[src/rtl/gpb_pkg.sv]
package gpb_pkg;

  typedef enum logic [1:0] {
    SEL_IN  = 2'd0,
    SEL_OUT = 2'd1,
    SEL_POL = 2'd2,
    SEL_CFG = 2'd3
  } regSel_e;

  // Strobes from control to datapath
  typedef struct packed {
    logic    wrOut;
    logic    wrPol;
    logic    wrCfg;
    logic    rdLoad;
    logic    rdValid;
    regSel_e sel;
  } ctrlStrobes_t;

endpackage

[src/rtl/gpb_ctrl.sv]
module gpb_ctrl
  import gpb_pkg::*;
#(
  parameter int PTR_W = 8
) (
  input  logic [PTR_W-1:0] regPtr,
  input  logic             wrStb,
  input  logic             rdStb,
  output ctrlStrobes_t     strb
);

  localparam int NUM_REGS = 4;
  localparam logic [PTR_W-1:0] PTR_LIMIT = PTR_W'(NUM_REGS);

  logic    inRange;
  regSel_e selDec;

  always_comb begin
    inRange = (regPtr < PTR_LIMIT);
    selDec  = regSel_e'(regPtr[1:0]);
  end

  always_comb begin
    strb.sel     = selDec;
    strb.rdValid = inRange;
    strb.rdLoad  = rdStb;
    // Pointer 0 and out-of-range pointers produce no write strobe
    strb.wrOut   = wrStb && inRange && (selDec == SEL_OUT);
    strb.wrPol   = wrStb && inRange && (selDec == SEL_POL);
    strb.wrCfg   = wrStb && inRange && (selDec == SEL_CFG);
  end

endmodule

[src/rtl/gpb_datapath.sv]
module gpb_datapath
  import gpb_pkg::*;
#(
  parameter int               WIDTH       = 8,
  parameter int               SYNC_STAGES = 2,
  parameter logic [WIDTH-1:0] OUT_RST     = '1,
  parameter logic [WIDTH-1:0] POL_RST     = '0,
  parameter logic [WIDTH-1:0] CFG_RST     = '1
) (
  input  logic             clk,
  input  logic             rstN,
  input  ctrlStrobes_t     strb,
  input  logic [WIDTH-1:0] wrData,
  input  logic [WIDTH-1:0] pinIn,
  output logic [WIDTH-1:0] rdData,
  output logic [WIDTH-1:0] pinOut,
  output logic [WIDTH-1:0] oeOut
);

  localparam int LAST_STAGE = SYNC_STAGES - 1;

  logic [WIDTH-1:0] syncQ [SYNC_STAGES];
  logic [WIDTH-1:0] syncPins;
  logic [WIDTH-1:0] outReg;
  logic [WIDTH-1:0] polReg;
  logic [WIDTH-1:0] cfgReg;
  logic [WIDTH-1:0] rdMux;

  // Pin synchronizer
  genvar gs;
  generate
    for (gs = 0; gs < SYNC_STAGES; gs++) begin : g_sync
      if (gs == 0) begin : g_first
        always_ff @(posedge clk or negedge rstN) begin
          if (!rstN) syncQ[gs] <= '0;
          else       syncQ[gs] <= pinIn;
        end
      end else begin : g_next
        always_ff @(posedge clk or negedge rstN) begin
          if (!rstN) syncQ[gs] <= '0;
          else       syncQ[gs] <= syncQ[gs-1];
        end
      end
    end
  endgenerate

  assign syncPins = syncQ[LAST_STAGE];

  // Control registers
  always_ff @(posedge clk or negedge rstN) begin
    if (!rstN) begin
      outReg <= OUT_RST;
      polReg <= POL_RST;
      cfgReg <= CFG_RST;
    end else begin
      if (strb.wrOut) outReg <= wrData;
      if (strb.wrPol) polReg <= wrData;
      if (strb.wrCfg) cfgReg <= wrData;
    end
  end

  // Read selection; input view is pins XOR mask, independent of direction
  always_comb begin
    unique case (strb.sel)
      SEL_IN:  rdMux = syncPins ^ polReg;
      SEL_OUT: rdMux = outReg;
      SEL_POL: rdMux = polReg;
      SEL_CFG: rdMux = cfgReg;
      default: rdMux = '0;
    endcase
  end

  // Read latch: captured once per read byte, held in between
  always_ff @(posedge clk or negedge rstN) begin
    if (!rstN) begin
      rdData <= '0;
    end else if (strb.rdLoad) begin
      rdData <= strb.rdValid ? rdMux : '0;
    end
  end

  // Pad side: direction bit 1 = input (driver off)
  genvar gp;
  generate
    for (gp = 0; gp < WIDTH; gp++) begin : g_pin
      always_comb begin
        oeOut[gp]  = ~cfgReg[gp];
        pinOut[gp] = cfgReg[gp] ? 1'b0 : outReg[gp];
      end
    end
  endgenerate

endmodule

[src/rtl/gpio_polar_bank.sv]
module gpio_polar_bank
  import gpb_pkg::*;
#(
  parameter int WIDTH       = 8,
  parameter int PTR_W       = 8,
  parameter int SYNC_STAGES = 2
) (
  input  logic             clk,
  input  logic             rstN,
  input  logic [PTR_W-1:0] regPtr,
  input  logic [WIDTH-1:0] wrData,
  input  logic             wrStb,
  input  logic             rdStb,
  output logic [WIDTH-1:0] rdData,
  input  logic [WIDTH-1:0] pinIn,
  output logic [WIDTH-1:0] pinOut,
  output logic [WIDTH-1:0] oeOut
);

  ctrlStrobes_t strb;

  gpb_ctrl #(
    .PTR_W(PTR_W)
  ) i_ctrl (
    .regPtr(regPtr),
    .wrStb (wrStb),
    .rdStb (rdStb),
    .strb  (strb)
  );

  gpb_datapath #(
    .WIDTH      (WIDTH),
    .SYNC_STAGES(SYNC_STAGES)
  ) i_dp (
    .clk   (clk),
    .rstN  (rstN),
    .strb  (strb),
    .wrData(wrData),
    .pinIn (pinIn),
    .rdData(rdData),
    .pinOut(pinOut),
    .oeOut (oeOut)
  );

endmodule

[config.mk]
export PLATFORM = sky130hd
export DESIGN_NAME = gpio_polar_bank
export DESIGN_NICKNAME = d
export VERILOG_FILES = /design/src/rtl/gpb_pkg.sv /design/src/rtl/gpb_ctrl.sv /design/src/rtl/gpb_datapath.sv /design/src/rtl/gpio_polar_bank.sv
export SDC_FILE = /design/constraint.sdc
export NUM_CORES = 1
export LEC_CHECK = 0
export ABC_AREA = 1
export BUFFER_PORTS_ARGS = -buffer_cell sky130_fd_sc_hd__buf_2
export CAP_MARGIN = 30
export CORE_AREA = 2 2 70 72
export DETAILED_ROUTE_END_ITERATION = 16
export DIE_AREA = 0 0 72 74
export GPL_TIMING_DRIVEN = 1
export PLACE_DENSITY_LB_ADDON = 0.15
export SLEW_MARGIN = 20
export SYNTH_ARGS = -nofsm -noshare
export SYNTH_HDL_FRONTEND = slang
export SYNTH_SLANG_ARGS = --single-unit
[constraint.sdc]
create_clock -name clk -period 1.1 [get_ports clk]
set_input_delay 0.11 -clock clk [delete_from_list [all_inputs] [get_ports clk]]
set_output_delay 0.11 -clock clk [all_outputs]
set_load 0.05 [all_outputs]
Word-level counts from Yosys, hierarchy flattened
Cells that the tools add are included.
{"block": "totals", "register_bits": 48, "latch_bits": 0, "ram_bits": 0, "romBits": 0, "in_bits": 28, "out_inout_bits": 24, "word_cells": 34, "memories": 0}
{"block": "classes", "n_addsub": 0, "mul": 0, "div": 0, "magnitude_cmp": 1, "n_eq_ne": 3, "shifts": 0, "n_mux": 10, "bitwise": 9, "n_reduce_logical": 5}
{"op": "case mux 8 bit (4 select lines)", "count": 1}
{"op": "< comparator 8 x 3 -> 1 bit, second input constant", "count": 1}
{"op": "2-to-1 mux 1 bit", "count": 8}
{"op": "2-to-1 mux 8 bit", "count": 1}
{"op": "inverter 1 bit", "count": 8}
{"op": "XOR 8 bit", "count": 1}
{"op": "== test 2 bit, second input constant", "count": 2}
{"op": "logical AND 1 bit", "count": 4}
{"op": "== test 2 x 1 -> 1 bit, second input constant", "count": 1}
{"op": "logical NOT 2 bit", "count": 1}

Depth between registers and ports, before layout
Gate-level depths: netlist of run 1.
{"block": "logic_depth", "ltp_word": 3, "ltp_mapped": 8}

Hierarchy
A second synthesis of run 1 with hierarchy kept.
{"block": "unflattened", "cells_unflattened": 260, "area_unflattened_um2": 2119.5}
{"module": "gpb_datapath", "n_inst": 1, "cells_per_inst": 244, "area_per_inst_um2": 2037.0, "seq_area_each_um2": 1221.2}
{"module": "gpb_ctrl", "n_inst": 1, "cells_per_inst": 16, "area_per_inst_um2": 82.6, "seq_area_each_um2": 0.0}

Worst setup path before layout of run 1
OpenSTA, ideal clock, no wires.
{"block": "synth_timing", "path_type": "reg2out", "start": "register i_dp.outReg[7]", "end": "output port pinOut[7]", "t_arrival_ps": 1206, "required_time_ps": 990, "path_slack_ps": -216, "stages_incl_launch_ff": 3, "path_cell_list": "dfstp_2 inv_1 nor2_1"}
{"block": "synth_via", "elab_chain_len": 1}
{"item": "start, declared", "line": "gpb_datapath.sv:24", "source": "logic [WIDTH-1:0] outReg;"}
{"item": "start signal, assigned", "line": "gpb_datapath.sv:56", "source": "if (strb.wrOut) outReg <= wrData;"}
{"item": "2-to-1 mux 1 bit", "line": "gpb_datapath.sv:88", "source": "pinOut[gp] = cfgReg[gp] ? 1'b0 : outReg[gp];"}
{"item": "end, declared", "line": "gpio_polar_bank.sv:16", "source": "output logic [WIDTH-1:0] pinOut,"}
Every way passes these cells.

Worst setup path in the final report of run 1
{"block": "layout_timing", "start": "register i_dp.outReg[3]", "end": "output port pinOut[3]"}
The elaborated chain is that of the path after synthesis.

==> results.md, run 1 <==
* Share of layout cells above drive strength 1 at 49.4%
* Post-Syn Instances at 248
* Unique masters post-synth at 21
* Synth area leaders: dfrtp_1 (35%), dfstp_2 (18%), nand2_1 (12%)
* Yosys warns at 0
* Clk pin slew, worst setup/hold paths at 0.09 ns
* Layout area overhead at 42.0%
* Largest family of logic cells by synthesized area: simple AND/OR/NAND/NOR gates
* Sw power at 997 uW
* Gr usage total at 21.7%
* Mapped Nets at 276
* Area leader, netlist: dfrtp_1
* Core ar. at 4600 um^2
* Drt pass-1 iters at 4
* # IOs at 52
* Sum Neg Setup Slack at -1.55 ns
* CTS tree: yes
* FFs w/ async S/R, synth at 100%
* Clock latency on the worst-skew pair at 0.30 ns
* Post-synth top area share at 34.6%
* Port Buffers at 51
* Logic pwr share at 18.9%
* CP Capture Type: primary output
* Placed wire-length estimate at 3700 um
* Max cap viols at 0
* Kind of critical path: reg2out
* Multiplexer share of the synthesized area at 0%
* Clk buf depth at 2
* Post-Route WL at 5550 um
* Sequential Power Share at 53.4%
* Vias in the first global route at 1938
* Post-synth top cells: nand2_1 (75), dfrtp_1 (32), nand3_1 (30)
* Status: finished, violations left
* Full die area at 5330 um^2
* CTS Root Cell: clkbuf_8
* Final ANT Viol Nets at 0
* Final worst clock skew at 0.00611 ns
* Net Sw Frac at 27.8%
* Initial antenna violation count at 0
* Post-synthesis adder-cell area fraction at 0%
* CTS H-tree lvls at 2
* Design area at 3280 um^2
* Clk pwr share at 27.7%
* Startpoint types: flop
* Avg WL per Cell at 14.0 um
* Fmax at 810 MHz
* Relative slew margins at 67.7%
* Avg Inst Size Synth at 9.33 um^2
* Violated checks: setup timing
* Setup violations, final at 16
* Layout Nets at 371
* Fillers at 352
* Cell Area, Synth at 2310 um^2
* Hold Path Class: in2reg
* PwrDens at 1090 nW/um^2
* Top fanout value on the critical path at 2
* RSZ-0062 raised after global routing: yes
* Final WS setup at -0.134 ns
* CTS Sinks at 48
* Int Pwr at 2590 uW
* Std-Cell Rows at 25
* Static Leakage at 0.00165 uW
* DR vias/cell at 5.14
* Synth Area in Compound Gates at 2.97%
* Initial DRC Count at 147
* First-pass GRT wire length at 8840 um
* Simple-gate share of the synthesized area at 33.4%
* Critical Path AT at 1.12 ns
* Height of the die at 74 um
* Final hold vios at 0
* # DRC at 0
* Slew @ Worst Pin at 0.485 ns
* CTS Buf Count at 5
* Minimum clock period at 1.23 ns
* Starting Density at 50.3%
* Xor-xnor portion of the synthesized cell area at 2.65%
* Sequential area share after synthesis at 52.8%
* Via count at 2045
* Gp weighted congestion at 0.832
* CP required at 0.99 ns
* # diodes at 0
* Synth Register Bits at 48
* Die X at 72 um
* Seq. cell area at 1220 um^2
* Period utilization at 112%
* Most frequent cell after synthesis: nand2_1
* GRT Residual Overflow at 0
* Post-synth EDFFs at 0
* Max rail drop VDD at 0.719 mV
* Multi-input logic area at 1030 um^2
* Max Slew Vio Count at 0
* Ys flop type: dfrtp_1
* Placement Cell Area at 2710 um^2
* Pin count of the biggest net entering global routing at 30
-- layer usage --
metal	up-vias	wire length [um]	global-route usage, %
met2	54	2940	38.1
met1	969	2250	27.3
met5	-	0	0
met4	0	153	8.18
met3	16	215	3.39
li1	1006	-	-
-- path summary, 6_finish.rpt --
kind | slack (ns) | end | start | cells after the start
setup / recovery | -0.13 | pinOut[3] | i_dp.outReg[3] | 3
hold / removal | 0.06 | i_dp.cfgReg[2] | wrData[2] | 3
setup reg to reg | 0 | i_dp.rdData[2] | i_dp.cfgReg[2] | 5
hold reg to reg | 0.35 | i_dp.syncPins[4] | i_dp.syncQ[12] | 0
max in group asynchronous | 0.34 | i_dp.outReg[3] | rstN | 3
min in group asynchronous | 0.27 | i_dp.syncQ[8] | rstN | 2
-- critical path, stage by stage, from the launching register on --
cell and delay (ns):
dfstp_2 0.55, inv_2 0.04, nor2_2 0.08, buf_6 0.16
-- flip-flops by register name, indices dropped and copies added, names as in the netlist --
| signal | flops |
|---|---|
| i_dp.cfgReg | 8 |
| i_dp.outReg | 8 |
| i_dp.polReg | 8 |
| i_dp.rdData | 8 |
| i_dp.syncPins | 8 |
| i_dp.syncQ | 8 |
-- logic make-up after synthesis --
| family | count (synthesis) |
|---|---|
| compound gates | 9 |
| buf+inv | 33 |
| flops | 48 |
| xor+xnor | 7 |
| simple gates | 151 |
-- repair_timing --
action | in CTS | in global routing
gates resized for setup | 46 | 29
endpoints found under the setup margin | 16 | 22
hold buffers | 9 | 0
pin swaps | 0 | 16
cloned | 0 | 0
endpoints found under the hold margin | 11 | 0
buffers inserted | 16 | 7
-- final cells by class --
cell class                 count  area share [%]
clock buffer                   7            2.32
clock inverter                 1           0.114
inverter                      22            2.59
multi-input combinational    167            31.4
sequential                    48            37.2
tap                           54            2.06
timing repair buffer          99            24.3
-- stage by stage --
| stage | hold slack, ns | util [%] | instances | total power [uW] | setup WS [ns] |
|---|---|---|---|---|---|
| final | 0.0573 | 71.4 | 398 | 3590 | -0.134 |
| after global routing | 0.0675 | 71.4 | 398 | 3750 | -0.184 |
| after CTS | 0.0527 | 67.4 | 391 | 3550 | -0.142 |
| after detailed placement | 0.0504 | 58.9 | 358 | 2460 | 0.0353 |
| after global placement | 0.0400 | 58.9 | 358 | 2450 | 0.0476 |
| after floorplan | -0.186 | - | 248 | 2260 | 0.0115 |
-- cell usage in the layout (no fill, tap or decap), types with 2 or more instances in the layout --
| master | netlist | layout |
|---|---|---|
| dlygate4sd3_1 | 0 | 9 |
| nand3_2 | 0 | 15 |
| nand4_1 | 24 | 24 |
| buf_2 | 3 | 35 |
| clkbuf_1 | 0 | 2 |
| nand3_4 | 3 | 4 |
| nand3_1 | 30 | 14 |
| buf_12 | 0 | 3 |
| nor2_4 | 0 | 4 |
| nor2_8 | 3 | 3 |
| inv_2 | 4 | 19 |
| inv_1 | 17 | 2 |
| nand2_1 | 75 | 74 |
| buf_6 | 4 | 22 |
| nand2_2 | 2 | 3 |
| buf_4 | 0 | 30 |
| dfrtp_1 | 32 | 32 |
| dfstp_2 | 16 | 16 |
| xnor2_1 | 7 | 7 |
| nor2_2 | 5 | 9 |
| o21bai_1 | 7 | 7 |
| clkbuf_8 | 0 | 5 |
-- power groups by stage --
stage	clock network, uW	registers (uW)	logic (uW)
detailed placement	0	1960	504
global placement	0	1950	496
global route	1090	1930	734
CTS	1010	1910	627
finish	993	1920	680
floorplan	0	1940	328
No activity file was read; power rests on OpenSTA's default activity.
==> inputs of run 2 (changes only) <==
--- a/config.mk
+++ b/config.mk
@@ -5,14 +5,15 @@
 export SDC_FILE = /design/constraint.sdc
 export NUM_CORES = 1
 export LEC_CHECK = 0
-export ABC_AREA = 1
 export BUFFER_PORTS_ARGS = -buffer_cell sky130_fd_sc_hd__buf_2
 export CAP_MARGIN = 30
-export CORE_AREA = 2 2 70 72
+export CORE_AREA = 2 2 67 69
+export CTS_CLUSTER_DIAMETER = 100
 export DETAILED_ROUTE_END_ITERATION = 16
-export DIE_AREA = 0 0 72 74
+export DIE_AREA = 0 0 69 71
 export GPL_TIMING_DRIVEN = 1
 export PLACE_DENSITY_LB_ADDON = 0.15
+export RECOVER_POWER = 25
 export SLEW_MARGIN = 20
 export SYNTH_ARGS = -nofsm -noshare
 export SYNTH_HDL_FRONTEND = slang
==> run 2 against run 1 <==
Against the previous run:
- die area fell by 8.1%
- sequential share of layout area did not move
- setup slack got worse by 0.031 ns
- non-clock buffer count fell by 2
- synthesized cell count fell by 35%
- clock power rose by 5%
- global-route usage fell by 0.12 points
- hold slack improved by 0.046 ns
- combinational power rose by 2%
- clock skew fell by 0.0020 ns
- the flow still finishes with violations (setup timing)
- synthesized area fell by 9.1%
- utilization rose by 6.7 points
==> results.md, run 2 <==
* Most frequent cells in the layout: buf_2 (34), dfrtp_1 (32), buf_6 (26)
* RSZ-0062 raised after global routing: yes
* Placed wire-length estimate at 3290 um (-11%)
* CP required at 0.99 ns (about the same)
* Seq. cell area at 1220 um^2 (unchanged)
* Placement Cell Area at 2700 um^2 (-0.51%)
* Drt pass-1 iters at 4 (unchanged)
* # diodes at 0 (unchanged)
* Placed cells at 283 (-21%)
* DR vias/cell at 5.27 (+2.6%)
* Gr usage total at 21.6% (-0.12 points)
* Post-synth EDFFs at 0 (unchanged)
* CTS Root Cell: clkbuf_8
* Top fanout value on the critical path at 3 (+1)
* Avg Inst Size Synth at 13.1 um^2 (+40%)
* Clk pin slew, worst setup/hold paths at 0.08 ns (about the same)
* Avg WL per Cell at 16.7 um (+20%)
* Design area at 3280 um^2 (unchanged)
* Final worst clock skew at 0.00407 ns (-0.00204 ns)
* Static Leakage at 0.00148 uW (-10%)
* Status: finished, violations left
* PwrDens at 1110 nW/um^2 (+1.2%)
* Period utilization at 115% (+2.9 points)
* Fillers at 271 (-23%)
* Crit path cell chain: nor2b_4 > buf_6
* Core ar. at 4200 um^2 (-8.6%)
* Hold Path Class: in2reg
* WHS Path Cells at 2 (-1)
* Critical path buffers and inverters at 1 (-1)
* Xor-xnor portion of the synthesized cell area at 0% (-2.7 points)
* Layout area overhead at 56.3%
* Setup violations, final at 38 (+22)
* CTS Buf Count at 5 (unchanged)
* HP Start: wrData[4]
* Hold worst-path end: i_dp.cfgReg[4]
* CTS Sinks at 48 (unchanged)
* Cell Area, Synth at 2100 um^2 (-9.1%)
* Port Buffers at 51 (unchanged)
* Height of the die at 71 um (-4.1%)
* FFs w/ async S/R, synth at 100% (unchanged)
* Post-synthesis adder-cell area fraction at 0% (unchanged)
* CTS H-tree lvls at 2 (unchanged)
* Final Non-Filler Cells at 311 (-22%)
* Gp weighted congestion at 0.919 (+11%)
* Area leader, netlist: dfrtp_1
* Layout Nets at 286 (-23%)
* Starting Density at 50.0% (-0.31 points)
* Post-Route WL at 5200 um (-6.3%)
* Clock latency on the worst-skew pair at 0.28 ns (-0.02 ns)
* Sequential area share after synthesis at 58.1% (+5.3 points)
* Max cap viols at 0 (unchanged)
* Minimum clock period at 1.27 ns (+0.0314 ns)
* Mapped Nets at 189 (-32%)
* # DRC at 0 (unchanged)
* Max Slew Vio Count at 0 (unchanged)
* Final ANT Viol Nets at 0 (unchanged)
* Post-Syn Instances at 161 (-35%)
* Final hold vios at 0 (unchanged)
* CP Capture Type: primary output
* Post-synth top cells: dfrtp_1 (32), mux2_2 (32), nor2b_1 (17)
* Share of layout cells above drive strength 1 at 66.0% (+17 points)
* Family with the most delay on the worst path: flip-flops
* Unique masters post-synth at 17 (-19%)
* Startpoint types: flop
* Yosys warns at 0 (unchanged)
* Relative slew margins at 57.3% (-10 points)
* Die X at 69 um (-4.2%)
* GRT Residual Overflow at 0 (unchanged)
* Register-to-Register Setup Slack at -0.11 ns (-0.11 ns)
* Clk buf depth at 2 (unchanged)
* # IOs at 52 (unchanged)
* Max rail drop VDD at 1.30 mV (+81%)
* Pin count of the biggest net entering global routing at 49 (+63%)
* Multiplexer share of the synthesized area at 17.1% (+17 points)
* Synth Register Bits at 48 (unchanged)
* Worst r2r dst: i_dp.rdData[4]
* CTS tree: yes
* Simple-gate share of the synthesized area at 14.9% (-18 points)
* Kind of critical path: reg2out
* Post-synth top area share at 38.1% (+3.5 points)
* Commonest non-fill, non-tap cell in the layout: buf_2
* Synth Area in Compound Gates at 5.71% (+2.7 points)
* Largest family of logic cells by synthesized area: multiplexers
* First-pass GRT wire length at 8430 um (-4.6%)
* Full die area at 4900 um^2 (-8.1%)
* Initial antenna violation count at 0 (unchanged)
* Fmax at 790 MHz (-2.5%)
* Slew @ Worst Pin at 0.640 ns (+0.155 ns)
* Via count at 1640 (-20%)
* Critical Path AT at 1.16 ns (+0.04 ns)
* Std-Cell Rows at 24 (-4.0%)
* Final WS setup at -0.166 ns (-0.0314 ns)
* R2r worst-path depth at 4 (-1)
* Synth area leaders: dfrtp_1 (38%), dfstp_2 (20%), mux2_2 (17%)
* Worst reg2reg startpoint: i_dp.outReg[4]
* Initial DRC Count at 80 (-46%)
* Ys flop type: dfrtp_1
* Vias in the first global route at 1724 (-11%)
* Worst path slowest cell: dfstp_2
* Critical Path Max Stage Delay at 0.56 ns (about the same)
* Multi-input logic area at 1020 um^2 (-1.2%)
* Violated checks: setup timing
run 2: worst max path at each step:
stage,start,endpoint,slack [ns],cells after the start
4_1_cts,i_dp.outReg[1],pinOut[1],-0.16,2
3_3_place_gp,regPtr[7],i_dp.cfgReg[6],-0.52,5
2_1_floorplan,regPtr[7],i_dp.cfgReg[0],-0.45,3
3_5_place_dp,regPtr[7],i_dp.cfgReg[6],-0.55,5
6_report,i_dp.outReg[1],pinOut[1],-0.17,2
5_1_grt,i_dp.outReg[1],pinOut[1],-0.20,2
run 2: where the power goes:
part	total (uW)	internal, uW	switching, uW
clock	1040	513	523
combinational	694	350	344
sequential	1900	1860	43.6
total	3630	2720	911
run 2: logic make-up (layout without fill, tap and decap cells):
| family | count (synthesis) | after routing |
|---|---|---|
| simple gates | 42 | 42 |
| buf+inv | 23 | 121 |
| flops | 48 | 48 |
| mux | 32 | 32 |
| compound gates | 16 | 16 |
run 2: metal layers:
metal  GRT usage [%]  up-vias  wire, um
li1                -      761         -
met1            28.2      829      2230
met4            4.58        0        49
met2            37.9       44      2710
met5               0        -         0
met3            3.70        6       209
run 2: layout make-up:
class,instances,area share [%]
clock buffer,8,2.74
tap,52,1.98
inverter,16,2.06
multi-input combinational,90,31.0
sequential,48,37.2
timing repair buffer,97,25.0
run 2: per-stage QoR:
step / TNS (ns) / utilization (%) / setup slack (ns) / hold WS [ns] / power, uW
6_report: -4.77 / 78.1 / -0.166 / 0.104 / 3630
5_1_grt: -6.18 / 78.1 / -0.198 / 0.0960 / 3790
4_1_cts: -4.61 / 76.6 / -0.162 / 0.0917 / 3630
3_5_place_dp: -11.83 / 64.1 / -0.547 / 0.110 / 2440
3_3_place_gp: -11.06 / 64.1 / -0.519 / 0.105 / 2420
2_1_floorplan: -7.79 / - / -0.450 / -0.186 / 2220
run 2: timing repair:
action                                  in CTS  in global routing
setup buffers                               10                  1
endpoints found under the setup margin      36                 41
resized for setup                           79                 17
endpoints found under the hold margin       40                  0
hold buffers                                 9                  0
pin swaps                                    3                  3
==> inputs of run 3 (changes only) <==
--- a/config.mk
+++ b/config.mk
@@ -5,14 +5,15 @@
 export SDC_FILE = /design/constraint.sdc
 export NUM_CORES = 1
 export LEC_CHECK = 0
+export ABC_AREA = 1
 export BUFFER_PORTS_ARGS = -buffer_cell sky130_fd_sc_hd__buf_2
 export CAP_MARGIN = 30
-export CORE_AREA = 2 2 67 69
+export CORE_AREA = 2 2 70 72
 export CTS_CLUSTER_DIAMETER = 100
 export DETAILED_ROUTE_END_ITERATION = 16
-export DIE_AREA = 0 0 69 71
+export DIE_AREA = 0 0 72 74
 export GPL_TIMING_DRIVEN = 1
-export PLACE_DENSITY_LB_ADDON = 0.15
+export PLACE_DENSITY = 0.76
 export RECOVER_POWER = 25
 export SLEW_MARGIN = 20
 export SYNTH_ARGS = -nofsm -noshare
==> run 3 against run 2 <==
Against the previous run:
- the flow still finishes with violations (setup timing)
- setup slack better by 0.0065 ns
- non-clock buffer count stayed put
- hold slack worse by 0.055 ns
==> results.md, run 3 (same netlist as run 1, synthesis figures left out) <==
* Final worst clock skew at 0.00669 ns (+0.00263 ns)
* Int Pwr at 2580 uW (-5.2%)
* Max Slew Vio Count at 0 (unchanged)
* Met1 Use GR at 25.8% (-2.5 points)
* Minimum clock period at 1.26 ns (-0.00646 ns)
* # DRC at 0 (unchanged)
* Net Sw Frac at 27.7% (+2.6 points)
* Final WS setup at -0.159 ns (+0.00646 ns)
* PwrDens at 1110 nW/um^2 (about the same)
* Final ANT Viol Nets at 0 (unchanged)
* CTS H-tree lvls at 2 (unchanged)
* Via count at 2078 (+27%)
* Std-Cell Rows at 25 (+4.2%)
* Gr usage total at 22.2% (+0.66 points)
* Port Buffers at 51 (unchanged)
* Max rail drop VDD at 0.891 mV (-31%)
* Most frequent cells in the layout: nand2_1 (72), buf_2 (35), dfrtp_1 (32)
* First-pass GRT wire length at 8980 um (+6.5%)
* CTS Buf Count at 5 (unchanged)
* CTS Sinks at 48 (unchanged)
* CTS tree: yes
* Placed wire-length estimate at 3660 um (+11%)
* Relative slew margins at 57.7% (+0.40 points)
* Top fanout value on the critical path at 2 (-1)
* Full die area at 5330 um^2 (+8.8%)
* CTS Root Cell: clkbuf_8
* Violated checks: setup timing
* DR vias/cell at 5.25 (-0.49%)
* Height of the die at 74 um (+4.2%)
* RSZ-0062 raised after global routing: yes
* Commonest non-fill, non-tap cell in the layout: nand2_1
* M3 GR Usage at 4.07% (+0.36 points)
* Placement Cell Area at 2700 um^2 (+0.23%)
* # IOs at 52 (unchanged)
* Startpoint types: flop
* Avg WL per Cell at 14.2 um (-15%)
* Design area at 3230 um^2 (-1.8%)
* Static Leakage at 0.00163 uW (+10%)
* CP Capture Type: primary output
* Kind of critical path: reg2out
* Die X at 72 um (+4.3%)
* Layout area overhead at 39.4%
* Final Non-Filler Cells at 396 (+27%)
* Finished Core Util at 70.1% (-8.0 points)
* Sw power at 989 uW (+8.6%)
* Status: finished, violations left
* Fmax at 794 MHz (+0.51%)
* Share of layout cells above drive strength 1 at 49.4% (-17 points)
* Final hold slack at 0.0488 ns (-0.0549 ns)
* Period utilization at 114% (-0.59 points)
* Initial antenna violation count at 0 (unchanged)
* # diodes at 0 (unchanged)
* Clk pin slew, worst setup/hold paths at 0.09 ns (about the same)
* Placed cells at 357 (+26%)
* Crit. Startpoint: i_dp.outReg[5]
* Clk pwr share at 27.8% (-0.7 points)
* Clk buf depth at 2 (unchanged)
* Pre-CTS setup slack at 0.0118 ns (+0.559 ns)
* Pin count of the biggest net entering global routing at 49 (unchanged)
* GRT Residual Overflow at 0 (unchanged)
* Met2 usage at 40.7% (+2.8 points)
* Clock latency on the worst-skew pair at 0.30 ns (+0.02 ns)
* Setup violations, final at 16 (-58%)
* Sequential Power Share at 53.7% (+1.3 points)
* HP Start: wrData[6]
* Starting Density at 50.3% (+0.31 points)
* Logic pwr share at 18.5% (-0.6 points)
* Hold Path Class: in2reg
* Worst reg2reg startpoint: i_dp.cfgReg[6]
* Critical Path AT at 1.15 ns (about the same)
* Drt pass-1 iters at 4 (unchanged)
* Slew @ Worst Pin at 0.634 ns (-0.00592 ns)
* Post-Route WL at 5620 um (+8.1%)
* Core ar. at 4600 um^2 (+9.4%)
* Layout Nets at 369 (+29%)
* Vias in the first global route at 2019 (+17%)
* CP required at 0.99 ns (about the same)
* Most Crowded Layer GR: met2
* Max cap viols at 0 (unchanged)
* Initial DRC Count at 121 (+51%)
* Final hold vios at 0 (unchanged)
* Gp weighted congestion at 0.863 (-6.1%)
run 3: changes by cell type in the layout (fill, tap and decap cells not counted), moves of 9 or more:
cell,before,now
buf_4,20,29
inv_2,5,20
mux2_2,10,0
mux2_4,22,0
nand2_1,0,72
nand3_1,2,16
nand3_2,0,14
nand4_1,1,24
nor2_2,0,12
nor2b_1,9,0
run 3: what timing repair did:
action,4_1_cts,5_1_grt
pin swaps,0,20
endpoints found under the hold margin,40,0
hold buffers,9,0
gates resized for setup,46,25
endpoints found under the setup margin,16,21
buffers inserted,16,9
run 3: cell type report:
cell class / instances / area, um^2
Fill cell: 362 / 1370
Sequential cell: 48 / 1220
Multi-Input combinational cell: 167 / 1000
Timing Repair Buffer: 97 / 767
Inverter: 22 / 85.1
Clock buffer: 7 / 76.3
Tap cell: 54 / 67.6
Clock inverter: 1 / 3.75
run 3: per-layer routing:
metal,up-vias,wire (um)
met3,17,288
met1,987,2140
met4,0,173
met2,78,3020
met5,-,0
li1,996,-
run 3: final timing paths:
path                                     to  slack, ns  cells past startpoint
min in group asynchronous    i_dp.polReg[3]       0.46                      3
max in group asynchronous     i_dp.syncQ[8]       0.21                      3
max reg2reg                  i_dp.rdData[6]       0.02                      5
max                               pinOut[5]      -0.16                      3
min reg2reg                i_dp.syncPins[5]       0.35                      0
min                          i_dp.outReg[6]       0.05                      3
run 3: critical path, cell delays in order (launching register included):
cell and delay (ns):
dfstp_2 0.56, inv_2 0.04, nor2_2 0.08, buf_6 0.16
run 3: metrics by stage:
stage | total power, uW | TNS (ns)
2_1_floorplan | 2260 | 0
3_3_place_gp | 2440 | 0
3_5_place_dp | 2460 | 0
4_1_cts | 3550 | -1.69
5_1_grt | 3720 | -2.29
6_report | 3570 | -1.66
run 3: power by group through the flow:
stage               combinational (uW)  sequential (uW)  clock (uW)
finish                             661             1920         992
global route                       712             1930        1080
detailed placement                 503             1960           0
global placement                   492             1950           0
floorplan                          328             1940           0
CTS                                625             1910        1010
